## src/rtl/gpio_irq_pkg.sv

```systemverilog
package gpio_irq_pkg;
  localparam int unsigned DATA_W   = 8;
  localparam int unsigned CFG_OFS  = 3;
  localparam int unsigned STAT_OFS = 4;

  typedef enum logic [1:0] {
    TRIG_OFF  = 2'd0,
    TRIG_FALL = 2'd1,
    TRIG_RISE = 2'd2,
    TRIG_BAD  = 2'd3
  } trig_e;
endpackage

```

## src/rtl/gpio_in_sync.sv

```systemverilog
module gpio_in_sync #(
  parameter int unsigned NUM_PINS = 4
) (
  input  logic                clk_i,
  input  logic                rst_ni,
  input  logic [NUM_PINS-1:0] pin_i,
  output logic [NUM_PINS-1:0] pin_o
);
  logic [NUM_PINS-1:0] meta_q, sync_q;

  always_ff @(posedge clk_i or negedge rst_ni) begin
    if (!rst_ni) begin
      meta_q <= '0;
      sync_q <= '0;
    end else begin
      meta_q <= pin_i;
      sync_q <= meta_q;
    end
  end

  assign pin_o = sync_q;

  // output follows first stage one cycle later
  p_sync_delay_r10: assert property (@(posedge clk_i) disable iff (!rst_ni)
    1'b1 |=> sync_q == $past(meta_q));
endmodule

```

## src/rtl/gpio_edge_flags.sv

```systemverilog
module gpio_edge_flags #(
  parameter int unsigned NUM_PINS = 4
) (
  input  logic                clk_i,
  input  logic                rst_ni,
  input  logic [NUM_PINS-1:0] smp_i,
  input  logic [NUM_PINS-1:0] clr_i,
  output logic [NUM_PINS-1:0] rise_o,
  output logic [NUM_PINS-1:0] fall_o
);
  logic [NUM_PINS-1:0] prev_q;

  always_ff @(posedge clk_i or negedge rst_ni) begin
    if (!rst_ni) prev_q <= '0;
    else         prev_q <= smp_i;
  end

  for (genvar i = 0; i < NUM_PINS; i++) begin : g_pin
    logic rise_ev, fall_ev, rise_q, fall_q;
    assign rise_ev = smp_i[i] & ~prev_q[i];
    assign fall_ev = ~smp_i[i] & prev_q[i];

    // new edge beats a same-cycle clear
    always_ff @(posedge clk_i or negedge rst_ni) begin
      if (!rst_ni) begin
        rise_q <= 1'b0;
        fall_q <= 1'b0;
      end else begin
        rise_q <= rise_ev | (rise_q & ~clr_i[i]);
        fall_q <= fall_ev | (fall_q & ~clr_i[i]);
      end
    end

    assign rise_o[i] = rise_q;
    assign fall_o[i] = fall_q;

    p_rise_set_r3: assert property (@(posedge clk_i) disable iff (!rst_ni)
      (smp_i[i] && !prev_q[i]) |=> rise_q);
    p_fall_set_r4: assert property (@(posedge clk_i) disable iff (!rst_ni)
      (!smp_i[i] && prev_q[i]) |=> fall_q);
    p_clear_both_r7: assert property (@(posedge clk_i) disable iff (!rst_ni)
      (clr_i[i] && smp_i[i] == prev_q[i]) |=> (!rise_q && !fall_q));
    p_hold_r7: assert property (@(posedge clk_i) disable iff (!rst_ni)
      (!clr_i[i] && rise_q) |=> rise_q);
  end
endmodule

```

## src/rtl/gpio_trig_mux.sv

```systemverilog
module gpio_trig_mux
  import gpio_irq_pkg::*;
#(
  parameter int unsigned NUM_PINS = 4
) (
  input  logic [2*NUM_PINS-1:0] cfg_i,
  input  logic [NUM_PINS-1:0]   rise_i,
  input  logic [NUM_PINS-1:0]   fall_i,
  output logic [NUM_PINS-1:0]   vis_o
);
  for (genvar i = 0; i < NUM_PINS; i++) begin : g_sel
    trig_e sel;
    assign sel = trig_e'(cfg_i[2*i +: 2]);
    always_comb begin
      unique case (sel)
        TRIG_FALL: vis_o[i] = fall_i[i];
        TRIG_RISE: vis_o[i] = rise_i[i];
        default:   vis_o[i] = 1'b0; // off, and the invalid both-edge code
      endcase
    end
  end
endmodule

```

## src/rtl/gpio_edge_irq.sv

```systemverilog
module gpio_edge_irq
  import gpio_irq_pkg::*;
#(
  parameter int unsigned NUM_PINS = 4,
  parameter int unsigned ADDR_W   = 3
) (
  input  logic                clk_i,
  input  logic                rst_ni,
  input  logic [NUM_PINS-1:0] pin_i,
  input  logic [ADDR_W-1:0]   addr_i,
  input  logic                wr_i,
  input  logic [7:0]          wdata_i,
  output logic [7:0]          rdata_o,
  output logic                irq_o
);
  localparam int unsigned CFG_W = 2 * NUM_PINS;

  logic [NUM_PINS-1:0] smp, rise, fall, vis, clr;
  logic [CFG_W-1:0]    cfg_q;
  logic                sel_cfg, sel_stat;

  assign sel_cfg  = (addr_i == ADDR_W'(CFG_OFS));
  assign sel_stat = (addr_i == ADDR_W'(STAT_OFS));

  gpio_in_sync #(.NUM_PINS(NUM_PINS)) u_sync (
    .clk_i(clk_i), .rst_ni(rst_ni), .pin_i(pin_i), .pin_o(smp)
  );

  gpio_edge_flags #(.NUM_PINS(NUM_PINS)) u_flags (
    .clk_i(clk_i), .rst_ni(rst_ni), .smp_i(smp), .clr_i(clr),
    .rise_o(rise), .fall_o(fall)
  );

  gpio_trig_mux #(.NUM_PINS(NUM_PINS)) u_mux (
    .cfg_i(cfg_q), .rise_i(rise), .fall_i(fall), .vis_o(vis)
  );

  assign clr = (wr_i && sel_stat) ? wdata_i[NUM_PINS-1:0] : '0;

  always_ff @(posedge clk_i or negedge rst_ni) begin
    if (!rst_ni)              cfg_q <= '0;
    else if (wr_i && sel_cfg) cfg_q <= wdata_i[CFG_W-1:0];
  end

  always_comb begin
    rdata_o = '0;
    if (sel_cfg)       rdata_o[CFG_W-1:0]    = cfg_q;
    else if (sel_stat) rdata_o[NUM_PINS-1:0] = vis;
  end

  assign irq_o = |vis;

  p_cfg_wr_r2: assert property (@(posedge clk_i) disable iff (!rst_ni)
    (wr_i && sel_cfg) |=> cfg_q == $past(wdata_i[CFG_W-1:0]));
  p_cfg_keep_r11: assert property (@(posedge clk_i) disable iff (!rst_ni)
    !(wr_i && sel_cfg) |=> $stable(cfg_q));
  p_irq_off_r5: assert property (@(posedge clk_i) disable iff (!rst_ni)
    (cfg_q == '0) |-> !irq_o);
  p_irq_src_r9: assert property (@(posedge clk_i) disable iff (!rst_ni)
    irq_o |-> (rise != '0 || fall != '0));
endmodule

```

## config.mk

```make
export PLATFORM = sky130hd
export DESIGN_NAME = gpio_edge_irq
export DESIGN_NICKNAME = d
export VERILOG_FILES = /design/src/rtl/gpio_irq_pkg.sv /design/src/rtl/gpio_in_sync.sv /design/src/rtl/gpio_edge_flags.sv /design/src/rtl/gpio_trig_mux.sv /design/src/rtl/gpio_edge_irq.sv
export SDC_FILE = /design/constraint.sdc
export NUM_CORES = 1
export LEC_CHECK = 0
export CORE_ASPECT_RATIO = 0.8
export CORE_MARGIN = 2
export CORE_UTILIZATION = 40
export DETAILED_ROUTE_END_ITERATION = 10
export DONT_BUFFER_PORTS = 1
export PLACE_DENSITY = 0.59
export SLEW_MARGIN = 10
export SYNTH_ARGS = -nofsm -noshare
export SYNTH_HDL_FRONTEND = slang
export SYNTH_HIERARCHICAL = 1
export SYNTH_SLANG_ARGS = --single-unit
```

## constraint.sdc

```tcl
create_clock -name clk_i -period 2.4 [get_ports clk_i]
set_clock_uncertainty 0.2 [all_clocks]
set_input_delay 0.48 -clock clk_i [delete_from_list [all_inputs] [get_ports clk_i]]
set_output_delay 0.48 -clock clk_i [all_outputs]
set_load 0.005 [all_outputs]
```

# Word-level counts from Yosys, hierarchy flattened
# Index checks and enable logic that the tools add are counted.
[word_totals]
regBits = 28
output_inout_bits = 9
elab_cells = 69
inputBits = 18
[op_classes]
n_bitwise = 36
n_eq_ne = 10
n_reduce_logical = 3
n_mux = 8
[op_table]
columns = ["op", "n"]
rows = [
  ["bitwise AND 1 bit", 16],
  ["two-way mux 4 bit", 4],
  ["inverter 1 bit", 12],
  ["equality test 2 x 1 -> 1 bit (second input constant)", 4],
  ["equality test 2 bit (second input constant)", 4],
  ["OR 1 bit", 8],
  ["case mux 1 bit (2 select lines)", 4],
  ["OR reduction 4 bit", 1],
  ["equality test 3 x 2 -> 1 bit (second input constant)", 1],
  ["equality test 3 bit (second input constant)", 1],
  ["logical AND 1 bit", 2],
]

# Logic depth before layout (Yosys ltp)
# Gate-level depths: netlist of run 1.
[logic_depth]
ltp_word = 6
ltp_mapped = 5
depth_no_buf = 5

# Cells and area by module
# Netlist of run 1, hierarchy kept.
[modules_own_cells]
columns = ["mod", "cells_each", "seq_area_each_um2", "area_each_um2", "n_inst"]
rows = [
  ["gpio_edge_flags", 36, 300.3, 460.4, 1],
  ["gpio_edge_irq", 34, 200.2, 446.7, 1],
  ["gpio_in_sync", 8, 200.2, 200.2, 1],
  ["gpio_trig_mux", 24, 0.0, 175.2, 1],
]

# Least setup slack after synthesis of run 1
# Ideal clock, no wire load.
[synth_timing]
path_kind = "flip-flop to output port"
startpoint = "register cfg_q[4]"
endpoint = "output irq_o"
required_time_ns = 1.720
slack_ns = 0.412
path_buffers = 0
path_stages_with_launch = 5
t_arrival_ns = 1.308
path_cell_list = "dfrtp_1 > ha_1 > a22oi_1 > nor2_1 > or4_1"
[synth_between]
elab_chain_cells = 3
elab_cells_between_ends = 4
cone_classes = "eq/ne: 2; mux: 1; reduce/logical: 1"
[synth_rtl]
columns = ["element", "line_no", "rtl"]
rows = [
  ["start, declared", "gpio_edge_irq.sv:19", "logic [CFG_W-1:0] cfg_q;"],
  ["start signal, assigned", "gpio_edge_irq.sv:42", "else if (wr_i && sel_cfg) cfg_q <= wdata_i[CFG_W-1:0];"],
  ["equality test 2 bit or equality test 2 x 1 -> 1 bit (tied branches)", "gpio_trig_mux.sv:15", "unique case (sel)"],
  ["case mux 1 bit (2 select lines) *", "gpio_trig_mux.sv:15", ""],
  ["via vis[2]", "gpio_edge_irq.sv:18", "logic [NUM_PINS-1:0] smp, rise, fall, vis, clr;"],
  ["OR reduction 4 bit *", "gpio_edge_irq.sv:51", "assign irq_o = |vis;"],
  ["end, declared", "gpio_edge_irq.sv:14", "output logic irq_o"],
]
# The timed path passes the listed nets; every way through them passes the cells marked *.

# Worst setup path in the final report of run 1
[layout_timing]
startpoint = "register cfg_q[3]"
endpoint = "output irq_o"
# Same word-level chain as after synthesis.

==> summary.txt, run 1 <==
Run status
  • Status: completed

STA
  • # setup viols final: 0
  • Worst setup margin: about 0.057 ns
  • RSZ-0062 raised after global routing: true
  • Fin. Hold Viols: 0
  • Part of the cycle the worst path needs: between 90% and 100%
  • Crit path time final: roughly 2.3 ns
  • Slew Limit Fails: 0
  • Max Freq: between 400 and 500 MHz
  • Worst slew pin tran: between 0.5 and 0.6 ns
  • Hold slack final: roughly 0.027 ns
  • Sum Neg Setup Slack: 0 ns
  • Rel. slew slack: between 60 and 70%

Job
  • Max_cap viols: 0

Placed design
  • Post-Place Cell Area: approximately 1300 um2
  • Dpl ws: ~0.31 ns
  • GPL Wtd Cong: between 0.6 and 0.7
  • HPWL after detailed placement: ~1600 um
  • # port buffers: 0

Logic synthesis
  • Synthesized area: 1280 um2
  • Ys Warns: 6
  • Number of synthesized flops with an enable pin: 0
  • Ys flop type: dfrtp_1
  • FF+latch count, synth: 28
  • Mean Syn Cell Area: 12.6 um2
  • Synth area leader: dfrtp_1
  • Post-synth top cells: dfrtp_1 (28), inv_1 (16)
  • Top-count cell post-synth: dfrtp_1
  • Sequential fraction of the synthesis area: about 55%
  • Yosys top cell area share: 54.6%
  • Unique cell type count in the Yosys netlist: 17
  • Mapped Nets: about 130
  • Gate count after technology mapping: just over 100
  • Area contributors post-synth: dfrtp_1 (55%), ha_1 (7.8%), mux2_2 (7.0%)
  • Async S/R FF share, synth: 100%

Worst setup path
  • Worst reg2reg path depth: 1
  • CP Capture Type: primary output
  • Crit path arrival time: 1.66 ns
  • Setup CP Type: flip-flop to primary output
  • CP Max Fanout: 4
  • WP data required: approximately 1.7 ns
  • CP startpoint kind: flip-flop

GRT
  • Initial antenna violation count: 0
  • Met2 usage: a little under a quarter
  • M3 GR Usage: about 5.6%
  • Vias in the first global route: 742
  • GR peak layer: met2
  • Pin count of the biggest net entering global routing: 29
  • Global-route wire length before repair: ~3300 um
  • Total GRT Usage: between 10 and 15%
  • Grt ovf: 0
  • M1 GR Usage: between 10 and 15%

Pwr
  • Power per standard cell area: around 750 nW/um2
  • Leak Pwr: 0.640 nW
  • Max VDD drop: 0.373 mV

Route
  • Vias post-DR: a little over 700
  • Iteration-0 DRC Markers: 18
  • Drt wl/cell: 14.6 um
  • Vias per cell: approximately 5
  • Post-DRT Antenna Nets: 0
  • Initial DRT Pass Iterations: 2
  • DR DRC count: 0
  • Routed Wire Length: slightly above 2000 um

Floorplanning
  • Die Y: 54.6 um
  • IO Pins: 27
  • Die area: between 3000 and 4000 um2
  • Row cnt: 18
  • Die Width: approximately 67 um
  • Initial Util: between 40% and 50%
  • Core footprint: between 3000 and 4000 um2

Worst hold path
  • Min-delay worst type: input port to flip-flop
  • Worst Hold Depth: 0

Cells and area
  • Antenna Cells: 0
  • Share of cells above drive strength 1: ~31%
  • Cell area after layout: approximately 1400 um2
  • Layout area overhead: 8.88%
  • Final Util: a little under half
  • Layout Nets: 128
  • # fillers: roughly 300

Clock tree
  • CTS tree: yes
  • Clock sinks: 28
  • Max Buffers Root-to-Sink: 2
  • H-tree levels: 1
  • CTS Buf Count: 3
  • Clock Tree Root: clkbuf_8
  • Worst skew pair latency: between 0.2 and 0.3 ns
  • Clk slew on worst S/H paths: 0.09 ns
## registers in the layout (all words and copies together), names as in the netlist
register              flops
u_flags/g_pin.rise_q      4
u_sync/pin_o              4
cfg_q                     8
u_flags/prev_q            4
u_sync/meta_q             4
u_flags/g_pin.fall_q      4
## cells in the final DEF (no fill, tap or decap), drive strengths merged
cell type | netlist | layout
a22o | 8 | 8
a22oi | 4 | 4
and2 | 8 | 8
and3b | 1 | 1
and4bb | 1 | 1
buf | 8 | 3
clkbuf | 1 | 4
dfrtp | 28 | 28
dlygate4sd3 | 0 | 1
ha | 8 | 8
inv | 16 | 16
mux2 | 8 | 8
nand4b | 1 | 1
nor2 | 4 | 4
nor3b | 1 | 1
o2bb2ai | 4 | 4
or4 | 1 | 1
## cell type report
class / count / area [um2] / share of cell area (%)
clock buffer: 4 / 55.1 / 3.94
inverter: 16 / 60.1 / 4.30
multi-input combinational: 49 / 485 / 34.8
sequential: 28 / 701 / 50.2
tap: 40 / 50.0 / 3.58
timing repair buffer: 4 / 45.0 / 3.23
## layer usage
layer | routed length [um] | share of wire [%]
met2 | 1020 | 50
met4 | 10 | 0.49
met3 | 167 | 8.1
met1 | 856 | 42
met5 | 0 | 0
## critical path, stage by stage (launching register included)
cell	delay, ns
dfrtp_1	0.40
inv_1	0.06
ha_2	0.17
a22oi_2	0.17
nor2_2	0.07
or4_4	0.52
## report_power, final
group	internal (mW)	leakage (nW)	total (mW)	switching, mW
sequential	0.520	0.310	0.560	0.0404
combinational	0.117	0.301	0.209	0.0918
clock	0.147	0.0288	0.285	0.138
total	0.783	0.640	1.05	0.270
## through the flow
stage / power, mW / instances
after floorplan: 0.695 / 102
after global placement: 0.714 / 133
after detailed placement: 0.723 / 133
after CTS: 1.02 / 139
after global routing: 1.12 / 141
final: 1.05 / 141
## logic make-up after synthesis
kind of cell	synth area share, %
DFF	54.6
and+or+nand+nor	9.85
AOI/OAI and AO/OA	10.9
buffers and inverters	9.76
adders and majority gates	7.81
muxes	7.02
## final timing paths
kind,slack (ns),from,to
setup / recovery,0.06,cfg_q[3],irq_o
hold / removal,0.03,pin_i[3],u_sync/meta_q[3]
setup reg to reg,1.39,cfg_q[1],cfg_q[1]
hold reg to reg,0.15,u_sync/meta_q[1],u_sync/pin_o[1]
max in group asynchronous,1.42,rst_ni,u_flags/g_pin[1].fall_q
min in group asynchronous,0.42,rst_ni,u_sync/pin_o[3]
## repair_timing
item,in CTS,in global routing
setup buffers,0,2
hold buffers,2,0
gates resized for setup,0,9
endpoints found under the setup margin,0,1
hold endpoints to repair,28,0
(Power assumes the default switching activity.)
==> inputs of run 2 (changes only) <==
--- a/config.mk
+++ b/config.mk
@@ -14,5 +14,4 @@
 export SLEW_MARGIN = 10
 export SYNTH_ARGS = -nofsm -noshare
 export SYNTH_HDL_FRONTEND = slang
-export SYNTH_HIERARCHICAL = 1
 export SYNTH_SLANG_ARGS = --single-unit
==> run 2 against run 1 <==
  * Highest routed layer unchanged
  * Core utilization grew 3.3 points
  * Cell count shrank 4.3%
  * First-iteration DRC count unchanged
  * Hold slack improved by 0.0052 ns
  * Critical endpoint unchanged
  * Total power grew 6.5%
  * Flip-flop and latch count unchanged
  * Global-route usage rose by 0.63 points
==> summary.txt, run 2 <==
Clock tree
  • CTS tree: yes
  • Clk slew on worst S/H paths: 0.09 ns
  • H-tree levels: 1
  • Clock Tree Root: clkbuf_8
  • Worst skew pair latency: 0.27 ns
  • Max Buffers Root-to-Sink: 2
  • CTS Buf Count: 3
  • Clock sinks: 28

Cells and area
  • Layout area overhead: 14.6%
  • Most frequent cells in the layout: dfrtp_1 (28), inv_1 (12), mux2_2 (8), a22o_1 (6), ha_1 (6)
  • # fillers: between 200 and 300
  • Antenna Cells: 0
  • Share of cells above drive strength 1: roughly 26%
  • Cell area after layout: approximately 1400 um2
  • Most flop-heavy register: cfg_q
  • Max FFs per register: 8
  • Layout Nets: roughly 120
  • Most common cell after layout, fill and taps aside: dfrtp_1
  • Final Non-Filler Cells: between 100 and 150

Logic synthesis
  • Yosys top cell area share: between 50% and 60%
  • Area contributors post-synth: dfrtp_1 (59%), ha_1 (8.4%), mux2_2 (7.6%)
  • Mapped Nets: about 120
  • Gate count after technology mapping: 90
  • Unique cell type count in the Yosys netlist: 17
  • Async S/R FF share, synth: 100%
  • Post-synth top cells: dfrtp_1 (28), inv_1 (12), ha_1 (8), mux2_2 (8), a22o_1 (6)
  • Synthesized area: roughly 1200 um2
  • Ys Warns: 0
  • Synth area leader: dfrtp_1
  • Sequential fraction of the synthesis area: 59.0%
  • Number of synthesized flops with an enable pin: 0
  • Ys flop type: dfrtp_1
  • Mean Syn Cell Area: ~13 um2
  • FF+latch count, synth: 28
  • Top-count cell post-synth: dfrtp_1

Placed design
  • GPL Wtd Cong: 0.726
  • Post-Place Cell Area: 1220 um2
  • Placed Cells: approximately 130
  • # port buffers: 0
  • HPWL after detailed placement: approximately 1400 um

Worst setup path
  • Family with the most delay on the worst path: simple AND/OR/NAND/NOR gates
  • Reg-to-reg setup timing slack: between 1 and 1.5 ns
  • CP startpoint kind: flip-flop
  • CP cell instances: inv_1, ha_2, a22oi_2, nor2_2, or4_4
  • Critical Path Max Stage Delay: between 0.5 and 0.6 ns
  • Crit path arrival time: 1.68 ns
  • WP data required: roughly 1.7 ns
  • CP Capture Type: primary output
  • Critical R2R Launch: cfg_q[2]
  • Worst reg2reg path depth: 2
  • CP Max Fanout: 3
  • Critical Path Slowest Stage Cell: or4_4
  • Reg2reg end: cfg_q[2]
  • CP bufs+invs: 1
  • Setup CP Type: flip-flop to primary output

Pwr
  • Total power draw: 1.12 mW
  • Max VDD drop: 0.490 mV
  • Clock Power Share: 32.4%
  • Power per standard cell area: roughly 820 nW/um2
  • Sequential share of power: roughly half
  • Share of power burned in combinational logic: between 10% and 20%
  • Int Pwr: roughly 0.85 mW
  • Switching share of power: between 20% and 30%
  • Sw Pwr: between 0.2 and 0.3 mW
  • Leak Pwr: approximately 0.63 nW

Floorplanning
  • Initial Util: 42.6%
  • Die area: between 3000 and 4000 um2
  • Core footprint: ~2800 um2
  • Die Y: about 53 um
  • Row cnt: 17
  • Die Width: around 65 um
  • IO Pins: 27

Route
  • DR DRC count: 0
  • Iteration-0 DRC Markers: 18
  • Post-DRT Antenna Nets: 0
  • Routed Wire Length: around 2000 um
  • Initial DRT Pass Iterations: 4
  • Drt wl/cell: ~15 um
  • Vias post-DR: ~670
  • Vias per cell: around 5.0

Worst hold path
  • Worst Hold Depth: 0
  • Min-delay worst type: input port to flip-flop
  • WHS Endpoint: u_sync.meta_q[1]
  • HP Start: pin_i[1]

GRT
  • Global-route wire length before repair: approximately 3300 um
  • Total GRT Usage: approximately an eighth
  • Pin count of the biggest net entering global routing: 29
  • Vias in the first global route: 661
  • Grt ovf: 0
  • Initial antenna violation count: 0

STA
  • Crit path time final: ~2.4 ns
  • Sum Neg Setup Slack: 0 ns
  • Fin. Hold Viols: 0
  • Hold slack final: 0.0318 ns
  • Rel. slew slack: 58.7%
  • Slew Limit Fails: 0
  • Max Freq: 424 MHz
  • Worst slew pin tran: 0.618 ns
  • # setup viols final: 0
  • RSZ-0062 raised after global routing: true
  • Part of the cycle the worst path needs: 98.3%

Job
  • Max_cap viols: 0

Run status
  • Status: completed
-- run 2: cell types whose count changed after synthesis, sizes merged --
cell	delta
clkbuf	-1
buf	-7
nand4b	-1
inv	-4
nand2	+5
and2	-4
-- run 2: metal layers --
layer | vias up | routed length [um] | GRT usage [%]
li1 | 327 | - | -
met1 | 322 | 929 | 17.8
met5 | - | 0 | 0
met2 | 20 | 882 | 20.4
met3 | 2 | 168 | 5.38
met4 | 0 | 8 | 3.19
-- run 2: worst max path at each step --
stage,start,to,cells past startpoint
6_report,cfg_q[4],irq_o,5
5_1_grt,cfg_q[5],irq_o,5
4_1_cts,cfg_q[2],irq_o,5
3_5_place_dp,cfg_q[4],irq_o,5
3_3_place_gp,cfg_q[2],irq_o,5
2_1_floorplan,cfg_q[4],irq_o,5
-- run 2: through the flow --
step	worst slack (ns)	utilization, %
CTS	0.00406	48.1
global route	-0.0613	48.9
global placement	0.321	43.9
floorplan	0.407	-
detailed placement	0.298	43.9
finish	0.0401	48.9
-- run 2: cell type report --
type,count,area (um2),area share (%)
timing repair buffer,4,45.0,3.31
inverter,12,45.0,3.31
multi-input combinational,49,452,33.2
clock inverter,1,30.0,2.21
tap,38,47.5,3.49
sequential,28,701,51.5
clock buffer,3,41.3,3.03
-- run 2: worst reg2reg max path, stage by stage, from the launching register on --
cell     delay [ns]
dfrtp_1        0.42
buf_4          0.15
mux2_2         0.25
-- run 2: cells by family after synthesis --
logic type / share of synthesized area (%)
AOI/OAI and AO/OA: 11.6
and+or+nand+nor: 8.64
adders and majority gates: 8.43
buffers and inverters: 4.74
DFF: 59.0
muxes: 7.59
-- run 2: what timing repair did --
action,in CTS,in global routing
setup buffers,2,0
resized for setup,0,6
hold endpoints to repair,28,0
endpoints found under the setup margin,1,1
hold buffers,2,0
pin swaps,0,4
-- run 2: power by group through the flow --
| stage | registers, mW | logic [mW] | clock network [mW] |
|---|---|---|---|
| 2_1_floorplan | 0.557 | 0.126 | 0 |
| 3_3_place_gp | 0.566 | 0.145 | 0 |
| 3_5_place_dp | 0.569 | 0.149 | 0 |
| 4_1_cts | 0.558 | 0.177 | 0.374 |
| 5_1_grt | 0.567 | 0.232 | 0.400 |
| 6_report | 0.558 | 0.200 | 0.363 |
